**config.mk**
```make
export PLATFORM = sky130hd
export DESIGN_NAME = sum_booth_recoder
export DESIGN_NICKNAME = d
export VERILOG_FILES = /design/src/rtl/sbr_pkg.sv /design/src/rtl/sbr_cell.sv /design/src/rtl/sbr_datapath.sv /design/src/rtl/sbr_control.sv /design/src/rtl/sum_booth_recoder.sv
export SDC_FILE = /design/constraint.sdc
export NUM_CORES = 1
export LEC_CHECK = 0
export ABC_AREA = 1
export BUFFER_PORTS_ARGS = -buffer_cell sky130_fd_sc_hd__buf_2
export CAP_MARGIN = 0
export CELL_PAD_IN_SITES_DETAIL_PLACEMENT = 0
export CELL_PAD_IN_SITES_GLOBAL_PLACEMENT = 2
export CORE_AREA = 3 3 60 62
export DETAILED_ROUTE_END_ITERATION = 8
export DIE_AREA = 0 0 63 65
export GPL_ROUTABILITY_DRIVEN = 0
export PLACE_DENSITY_LB_ADDON = 0.1
export SLEW_MARGIN = 20
export SYNTH_ARGS = -nofsm -noshare
export SYNTH_HDL_FRONTEND = slang
export SYNTH_SLANG_ARGS = --single-unit
```
**constraint.sdc**
```tcl
create_clock -name clk -period 0.95 [get_ports clk]
set_clock_uncertainty 0.15 [all_clocks]
set_input_delay 0.0475 -clock clk [delete_from_list [all_inputs] [get_ports clk]]
set_output_delay 0.0475 -clock clk [all_outputs]
set_load 0.01 [all_outputs]
```
**src/rtl/sbr_pkg.sv**
```systemverilog
`timescale 1ns/1ps
package sbr_pkg;

  // One radix-4 digit: sign plus one-hot magnitude
  typedef struct packed {
    logic neg;
    logic one;
    logic two;
  } boothDigit_t;

  // Strobes from control to datapath
  typedef struct packed {
    logic load;
  } ctrlStrobe_t;

  // Map the recoding bits (hi weight -2, lo weight +1, carry weight +1)
  // onto sign/magnitude form.
  function automatic boothDigit_t encodeDigit(input logic sHi,
                                              input logic sLo,
                                              input logic cIn);
    boothDigit_t d;
    d.one = sLo ^ cIn;
    d.two = (sHi & ~sLo & ~cIn) | (~sHi & sLo & cIn);
    d.neg = sHi & ~(sLo & cIn);
    return d;
  endfunction

endpackage

```
**src/rtl/sbr_cell.sv**
```systemverilog
`timescale 1ns/1ps
module sbr_cell
  import sbr_pkg::*;
(
  input  logic        aLo,
  input  logic        bLo,
  input  logic        aHi,
  input  logic        bHi,
  input  logic        cinHa,
  input  logic        cinNeg,
  output logic        coutHa,
  output logic        coutNeg,
  output boothDigit_t dig
);

  logic sLo;
  logic cMid;
  logic hHi;
  logic sHi;

  // conventional full adder on the low bit pair plus carry from below
  assign sLo  = aLo ^ bLo ^ cinHa;
  assign cMid = (aLo & bLo) | (cinHa & (aLo ^ bLo));

  // conventional half adder on the high bit pair; carry goes upward
  assign hHi    = aHi ^ bHi;
  assign coutHa = aHi & bHi;

  // half adder with negatively weighted sum: hHi + cMid = 2*coutNeg - sHi
  assign sHi     = hHi ^ cMid;
  assign coutNeg = hHi | cMid;

  assign dig = encodeDigit(sHi, sLo, cinNeg);

endmodule

```
**src/rtl/sbr_datapath.sv**
```systemverilog
`timescale 1ns/1ps
module sbr_datapath
  import sbr_pkg::*;
#(
  parameter int N = 7,
  parameter int K = (N + 2) / 2
) (
  input  logic        clk,
  input  logic        rstN,
  input  ctrlStrobe_t strobe,
  input  logic [N-1:0] opA,
  input  logic [N-1:0] opB,
  output logic [K-1:0] negQ,
  output logic [K-1:0] oneQ,
  output logic [K-1:0] twoQ
);

  localparam int W   = 2 * K;
  localparam int EXT = W - N;

  logic [W-1:0] aExt;
  logic [W-1:0] bExt;
  assign aExt = {{EXT{opA[N-1]}}, opA};
  assign bExt = {{EXT{opB[N-1]}}, opB};

  logic [K-1:0] cHa;
  logic [K-1:0] cNeg;
  boothDigit_t [K-1:0] digC;

  assign cHa[0]  = 1'b0;
  assign cNeg[0] = 1'b0;

  for (genvar j = 0; j < K; j++) begin : g_digit
    if (j < K - 1) begin : g_mid
      sbr_cell u_cell (
        .aLo    (aExt[2*j]),
        .bLo    (bExt[2*j]),
        .aHi    (aExt[2*j+1]),
        .bHi    (bExt[2*j+1]),
        .cinHa  (cHa[j]),
        .cinNeg (cNeg[j]),
        .coutHa (cHa[j+1]),
        .coutNeg(cNeg[j+1]),
        .dig    (digC[j])
      );
    end else begin : g_top
      // Top slice: both bit pairs are sign copies, so carries out are
      // exactly cancelled by the sign weight and are not formed.
      logic sLo;
      logic cMid;
      logic sHi;
      assign sLo  = aExt[2*j] ^ bExt[2*j] ^ cHa[j];
      assign cMid = (aExt[2*j] & bExt[2*j]) | (cHa[j] & (aExt[2*j] ^ bExt[2*j]));
      assign sHi  = aExt[2*j+1] ^ bExt[2*j+1] ^ cMid;
      assign digC[j] = encodeDigit(sHi, sLo, cNeg[j]);
    end
  end

  always_ff @(posedge clk or negedge rstN) begin
    if (!rstN) begin
      negQ <= '0;
      oneQ <= '0;
      twoQ <= '0;
    end else if (strobe.load) begin
      for (int j = 0; j < K; j++) begin
        negQ[j] <= digC[j].neg;
        oneQ[j] <= digC[j].one;
        twoQ[j] <= digC[j].two;
      end
    end
  end

endmodule

```
**src/rtl/sbr_control.sv**
```systemverilog
`timescale 1ns/1ps
module sbr_control
  import sbr_pkg::*;
(
  input  logic        clk,
  input  logic        rstN,
  input  logic        inValid,
  output ctrlStrobe_t strobe,
  output logic        outValid
);

  always_comb begin
    strobe      = '0;
    strobe.load = inValid;
  end

  always_ff @(posedge clk or negedge rstN) begin
    if (!rstN) outValid <= 1'b0;
    else       outValid <= inValid;
  end

endmodule

```
**src/rtl/sum_booth_recoder.sv**
```systemverilog
`timescale 1ns/1ps
module sum_booth_recoder
  import sbr_pkg::*;
#(
  parameter int N = 7
) (
  input  logic                    clk,
  input  logic                    rstN,
  input  logic                    inValid,
  input  logic [N-1:0]            opA,
  input  logic [N-1:0]            opB,
  output logic                    outValid,
  output logic [((N+2)/2)-1:0]    digNeg,
  output logic [((N+2)/2)-1:0]    digOne,
  output logic [((N+2)/2)-1:0]    digTwo
);

  localparam int K = (N + 2) / 2;

  ctrlStrobe_t strobe;

  sbr_control u_ctrl (
    .clk     (clk),
    .rstN    (rstN),
    .inValid (inValid),
    .strobe  (strobe),
    .outValid(outValid)
  );

  sbr_datapath #(.N(N), .K(K)) u_dp (
    .clk   (clk),
    .rstN  (rstN),
    .strobe(strobe),
    .opA   (opA),
    .opB   (opB),
    .negQ  (digNeg),
    .oneQ  (digOne),
    .twoQ  (digTwo)
  );

endmodule

```
# After elaboration in Yosys (flattened, before gate mapping)
# Cells that the tools add are included.
[word_totals]
output_inout_bits = 13
regBits = 13
inputBits = 17
[op_classes]
n_bitwise = 68
[op_table]
columns = ["cell", "count"]
rows = [
  ["AND 1 bit", 29],
  ["bitwise XOR 1 bit", 17],
  ["NOT 1 bit", 13],
  ["bitwise OR 1 bit", 9],
]

# Logic depth before layout (Yosys ltp)
# Gate-level depths: netlist of run 1.
[logic_depth]
depth_word = 8
ltp_mapped = 9

# Cells and area by module
# From an unflattened synthesis of run 1, not the netlist that was laid out.
[unflattened]
cells_unflattened = 115
hier_area_um2 = 899.6
[modules_own_cells]
columns = ["mod", "area_each_um2", "cells_each", "seq_area_each_um2", "instances"]
rows = [
  ["sbr_datapath", 544.3, 62, 300.3, 1],
  ["sbr_cell", 107.6, 17, 0.0, 3],
  ["sbr_control", 32.5, 2, 25.0, 1],
]

# Least setup slack after synthesis of run 1
# Ideal clock, no wire load.
[synth_path]
kind = "input port to flip-flop"
start = "input port opA[3]"
end = "register u_dp.oneQ[3]"
setup_ps = 117
cell_stages = 8
t_required_ps = 683
setup_slack_ps = -514
t_arrival_ps = 1197
n_path_buf = 0
cell_sequence = "ha_1 -> fa_1 -> inv_1 -> ha_1 -> inv_1 -> ha_1 -> nand2_1 -> nand2_1"
[synth_rtl]
columns = ["element", "line_no", "source"]
rows = [
  ["start, declared", "sum_booth_recoder.sv:10", "input logic [N-1:0] opA,"],
  ["end signal, assigned by index", "sbr_datapath.sv:67", "oneQ[j] <= digC[j].one;"],
  ["end, declared", "sbr_datapath.sv:14", "output logic [K-1:0] oneQ,"],
]

==> flow_metrics.py, run 1 <==
metrics = {
    "synth": {
        "yosysTopAreaCell": "dfrtp_1",
        "synth.top_cell.area_share_pct": 39.45,
        "synth_warnings": 0,
        "syn-instance-count": 96,
        "netlist_area_um2": 824.5,
        "syn-mean-instance-area_um2": 8.589,
        "ys_seq_elements": 13,
        "synthTopCellsByArea": "dfrtp_1, nand2_1, ha_1, fa_1, inv_1",
        "seq_area_frac_synth_pct": 39.45,
        "synth_cell_types": 12,
        "synthesis.nets": 127,
    },
    "die": {
        "num_rows": 20,
        "fp.dieH_um": 65,
        "io_pins": 30,
        "start_util_pct": 26.79,
        "die_x_um": 63,
        "core_area_um2": 3078,
        "die_area_um2": 4095,
    },
    "worst_setup_path": {
        "crit_type": "in -> reg",
        "r2r_cells": 3,
        "start_kind": "primary input",
        "path_max_fanout": 2,
        "arrival_ns": 1.19,
        "worstPathCellList": "buf_6, ha_4, inv_4, fa_1, inv_2, ha_4, nand2_1, nand2_1",
        "slowest_stage": "fa_1",
        "max_stage_delay_ns": 0.52,
        "required_ns": 0.97,
        "cp-end-kind": "flop",
    },
    "sta": {
        "hold_violations": 3,
        "setup_ws_ns": -0.2137,
        "timing.final.crit_period_ns": 1.164,
        "slew-limit-headroom_pct": 79.73,
        "tightest_slew_ns": 0.3040,
        "final_max_slew_viol_count": 0,
        "max_freq_ghz": 0.8594,
        "fin_crit_sh_pct": 122.5,
        "setup_viol": 23,
        "rsz0062_at_grt": "yes",
        "whs_ns": -0.06412,
    },
    "global_route": {
        "track_usage_pct": 9.911,
        "grt_overflow": 0,
        "grt_pass1_vias": 759,
        "grt_pass1_wl_um": 3222,
        "grt_antenna_before_repair": 0,
        "grt_max_degree": 16,
    },
    "power_and_ir_drop": {
        "p_leak_nw": 0.6953,
        "power.density_nw_per_um2": 1343,
        "vdd_drop_max_uv": 674.3,
    },
    "detailed_routing": {
        "vias": 745,
        "wire_per_inst_um": 9.848,
        "first_pass_iters": 4,
        "drc": 0,
        "drt_iter0_drc": 24,
        "ant_nets": 0,
        "routed_wirelength_um": 1812,
        "viasPerCell": 4.049,
    },
    "finish": {
        "antenna_cells": 0,
        "nFillCells": 336,
        "fin_util_pct": 43.29,
        "layout.cells.non_filler": 184,
        "fin_nets": 172,
        "synthToLayoutAreaGrowth_pct": 61.61,
        "layout-drive-gt1-share_pct": 55.00,
    },
    "clock_tree": {
        "path_clk_slew_ns": 0.08,
        "cts.path.max_buffers": 2,
        "root_buffer": "clkbuf_4",
        "ctsHtreeMaxLevel": 1,
        "cts_buffers": 3,
        "insertion_delay_ns": 0.27,
        "cts_tree": "built",
        "numClockSinks": 13,
    },
    "place": {
        "dp_cells": 172,
        "portBuffers": 29,
        "post-place-ws_ns": -0.5788,
        "dp_hpwl_um": 1373,
    },
    "run_status": {
        "run_status": "finished, violations left",
        "violations": "hold timing, setup timing",
    },
    "min_path": {
        "hp-class": "in -> reg",
        "hold_depth": 3,
    },
    "job": {
        "maxCapViolCount": 0,
    },
}
synthesized netlist by cell type, drive strengths merged:
cell type	number
nand2	39
inv	18
dfrtp	13
ha	10
nor2	5
fa	4
nand3	3
buf	2
o21ai	2
critical path, delay by kind of cell:
kind                     cells  cell delay [ns]
AND/OR/NAND/NOR              2             0.09
adder cells (fa/ha/maj)      3             0.88
buffers and inverters        3             0.17
metrics by stage:
stage	setup TNS, ns	power [mW]	cell area [µm²]	hold WS (ns)
final	-2.045	1.790	1333	-0.06412
after global routing	-2.952	1.953	1333	-0.03610
after CTS	-2.597	1.782	1299	-0.07119
after detailed placement	-5.104	1.280	1114	-0.1920
after global placement	-4.997	1.274	1114	-0.1923
after floorplan	-2.993	1.043	902.1	-0.3981
logic make-up (layout without fill, tap and decap cells):
| family | Yosys count | after routing | synth area share [%] |
|---|---|---|---|
| AO/OA/AOI/OAI | 2 | 2 | 1.214 |
| adder cells (fa/ha/maj) | 14 | 14 | 24.89 |
| buffers and inverters | 20 | 64 | 11.99 |
| flip-flops | 13 | 13 | 39.45 |
| AND/OR/NAND/NOR | 47 | 47 | 22.46 |
worst paths after layout:
| path | from | endpoint | slack [ns] |
|---|---|---|---|
| hold reg to reg | u_dp.negQ[3] | u_dp.negQ[3] | 0.33 |
| max in group asynchronous | rstN | u_dp.oneQ[0] | 0.38 |
| setup reg to reg | u_dp.oneQ[2] | u_dp.oneQ[2] | 0.08 |
| hold / removal | opB[0] | u_dp.twoQ[0] | -0.06 |
| min in group asynchronous | rstN | u_dp.twoQ[2] | 0.04 |
| setup / recovery | opA[5] | u_dp.oneQ[3] | -0.21 |
report_power, final:
part	switching, mW	total, mW	leakage (nW)	internal [mW]
clock network	0.177	0.340	0.0150	0.162
registers	0.0478	0.694	0.162	0.646
logic	0.366	0.756	0.518	0.391
layer usage:
metal,part of all wire (%),global-route usage [%],routed length (µm)
met1,41,10.83,749
met2,53,17.92,953
met3,5.2,2.773,94
met4,0.72,4.132,13
met5,0,0,0
flip-flops by register name (all words and copies together), names as in the netlist:
signal / cells
u_dp.negQ: 4
u_dp.oneQ: 4
u_dp.twoQ: 4
u_ctrl.outValid: 1
final cells by class:
class | instances | area [µm²] | area share, %
inverters | 18 | 77.57 | 5.822
flip-flops and latches | 13 | 325.3 | 24.41
well taps | 44 | 55.05 | 4.131
multi-input cells | 63 | 555.5 | 41.69
repair buffers | 42 | 292.8 | 21.97
clock buffers | 4 | 26.28 | 1.972
repair_timing:
item,CTS,global route
gates cloned,0,0
pin swaps,20,16
endpoints found under the setup margin,22,25
hold buffers,2,1
setup buffers,6,0
gates resized for setup,20,12
endpoints found under the hold margin,19,5
placed cells by master (no fill, tap or decap):
cell,count
buf_2,23
buf_4,10
buf_6,6
buf_8,1
clkbuf_1,1
clkbuf_4,3
dfrtp_1,13
dlygate4sd3_1,2
fa_1,2
fa_2,2
ha_1,1
ha_4,9
inv_1,9
inv_2,6
inv_4,2
inv_6,1
nand2_1,30
nand2_2,8
nand2_4,1
nand3_1,2
nand3_2,1
nor2_1,1
nor2_2,4
o21ai_1,2
(Power assumes the default switching activity.)
==> run 2, diff against run 1 <==
--- a/config.mk
+++ b/config.mk
@@ -6,13 +6,13 @@
 export NUM_CORES = 1
 export LEC_CHECK = 0
 export ABC_AREA = 1
-export BUFFER_PORTS_ARGS = -buffer_cell sky130_fd_sc_hd__buf_2
 export CAP_MARGIN = 0
 export CELL_PAD_IN_SITES_DETAIL_PLACEMENT = 0
 export CELL_PAD_IN_SITES_GLOBAL_PLACEMENT = 2
-export CORE_AREA = 3 3 60 62
+export CORE_AREA = 3 3 54 56
 export DETAILED_ROUTE_END_ITERATION = 8
-export DIE_AREA = 0 0 63 65
+export DIE_AREA = 0 0 57 59
+export DONT_BUFFER_PORTS = 1
 export GPL_ROUTABILITY_DRIVEN = 0
 export PLACE_DENSITY_LB_ADDON = 0.1
 export SLEW_MARGIN = 20
==> flow_metrics.py, run 2 (same netlist as run 1, synthesis figures left out) <==
metrics = {
    "worst_setup_path": {
        "cp-end-kind": "flop",
        "crit_type": "in -> reg",
        "worstPathCellList": "ha_4, fa_2, inv_2, ha_4, inv_2, ha_4, nand2_2, nand2_2",
        "crit-reg2reg-launch": "u_dp.oneQ[2]",
        "max_stage_delay_ns": 0.35,
        "crit_start": "opA[3]",
        "path_max_fanout": 2,
        "arrival_ns": 1.09,
        "cpMostUsedCell": "ha_4",
        "required_ns": 0.97,
        "slowest_stage": "fa_2",
        "start_kind": "primary input",
    },
    "power_and_ir_drop": {
        "p_seq_share_pct": 48.2,
        "pwr-share-clk_pct": 21.3,
        "p_comb_share_pct": 30.6,
        "power_mw": 1.579,
        "p_sw_mw": 0.5257,
        "power.density_nw_per_um2": 1481,
        "p_leak_nw": 0.5194,
        "intPower_mw": 1.053,
        "vdd_drop_max_uv": 1091,
        "switching_share_pct": 33.30,
    },
    "sta": {
        "fin_tns_setup_ns": -0.7806,
        "hold_violations": 13,
        "whs_ns": -0.3515,
        "setup_ws_ns": -0.1238,
        "tightest_slew_ns": 0.6022,
        "rsz0062_at_grt": "yes",
        "final_max_slew_viol_count": 0,
        "timing.final.crit_period_ns": 1.074,
        "slew-limit-headroom_pct": 59.72,
        "fin_crit_sh_pct": 113.0,
        "max_freq_ghz": 0.9313,
        "setup_viol": 9,
    },
    "global_route": {
        "grtUsageMet3_pct": 5.447,
        "grt_pass1_wl_um": 2697,
        "grt_antenna_before_repair": 0,
        "use_met2_pct": 19.09,
        "met1_usage_pct": 11.40,
        "grt_overflow": 0,
        "grt.busiest_layer": "met2",
        "track_usage_pct": 10.40,
        "grt_max_degree": 16,
        "grt_pass1_vias": 635,
    },
    "place": {
        "portBuffers": 0,
        "dpl_cell_area_um2": 943.4,
        "dp_hpwl_um": 1233,
    },
    "detailed_routing": {
        "routed_wirelength_um": 1596,
        "first_pass_iters": 2,
        "vias": 620,
        "ant_nets": 0,
        "wire_per_inst_um": 11.91,
        "drt_iter0_drc": 6,
        "drc": 0,
        "viasPerCell": 4.627,
    },
    "clock_tree": {
        "cts.path.max_buffers": 2,
        "hold_buffers": 1,
        "root_buffer": "clkbuf_4",
        "ctsHtreeMaxLevel": 1,
        "numClockSinks": 13,
        "cts_tree": "built",
        "insertion_delay_ns": 0.27,
        "cts_buffers": 3,
        "path_clk_slew_ns": 0.08,
    },
    "min_path": {
        "hp-class": "in -> reg",
        "min_from": "inValid",
    },
    "run_status": {
        "violations": "hold timing, setup timing",
        "run_status": "finished, violations left",
    },
    "finish": {
        "mostFrequentLayoutCells": "nand2_1, dfrtp_1, inv_1, ha_4",
        "antenna_cells": 0,
        "stdcell_area_um2": 1066,
        "synthToLayoutAreaGrowth_pct": 29.29,
        "mostFrequentLayoutCell": "nand2_1",
        "reg_top3": "u_dp.negQ: 4 flops, u_dp.oneQ: 4 flops, u_dp.twoQ: 4 flops",
        "layout-drive-gt1-share_pct": 39.42,
        "fin_nets": 136,
    },
    "job": {
        "maxCapViolCount": 0,
    },
    "die": {
        "core_area_um2": 2477,
        "die_x_um": 57,
        "start_util_pct": 33.28,
        "fp.dieH_um": 59,
        "io_pins": 30,
        "num_rows": 18,
        "die_area_um2": 3363,
    },
}
run 2: final cells by class:
| cell class | count | area [µm²] |
|---|---|---|
| fill | 265 | 1411 |
| multi-input combinational | 63 | 550.5 |
| sequential | 13 | 325.3 |
| inverter | 18 | 75.07 |
| timing repair buffer | 6 | 51.30 |
| tap | 30 | 37.54 |
| clock buffer | 4 | 26.28 |
run 2: what timing repair did:
item | 4_1_cts | 5_1_grt
endpoints found under the setup margin | 9 | 9
pin swaps | 9 | 15
gates resized for setup | 8 | 14
endpoints found under the hold margin | 26 | 13
setup buffers | 1 | 0
run 2: through the flow:
step	utilization, %	cells	setup slack [ns]
2_1_floorplan	-	96	-0.3994
3_3_place_gp	38.08	128	-0.4481
3_5_place_dp	38.08	128	-0.4663
4_1_cts	41.16	134	-0.1180
5_1_grt	43.03	134	-0.1736
6_report	43.03	134	-0.1238
run 2: power by group through the flow:
stage / registers, mW / clock network [mW] / logic (mW)
after global placement: 0.773 / 0 / 0.358
after CTS: 0.764 / 0.357 / 0.426
after detailed placement: 0.775 / 0 / 0.362
after global routing: 0.776 / 0.384 / 0.564
final: 0.760 / 0.336 / 0.483
after floorplan: 0.753 / 0 / 0.290
run 2: metal layers:
layer	routed length, µm	share of wire, %
met3	132	8.3
met1	606	38
met2	857	54
met4	0	0
met5	0	0
run 2: path summary, 6_finish.rpt:
kind	slack [ns]	depth (start not counted)	endpoint
worst max-delay path	-0.12	8	u_dp.oneQ[3]
min in group asynchronous	0.07	1	u_dp.twoQ[3]
worst min register to register	0.40	2	u_dp.negQ[0]
worst max register to register	0.13	2	u_dp.oneQ[2]
worst min-delay path	-0.35	0	u_ctrl.outValid
max in group asynchronous	0.19	1	u_dp.oneQ[1]
run 2: critical path: cells and delay by family:
family,cells,cell delay (ns)
fa+ha+maj,4,0.83
buf+inv,2,0.11
simple gates,2,0.10
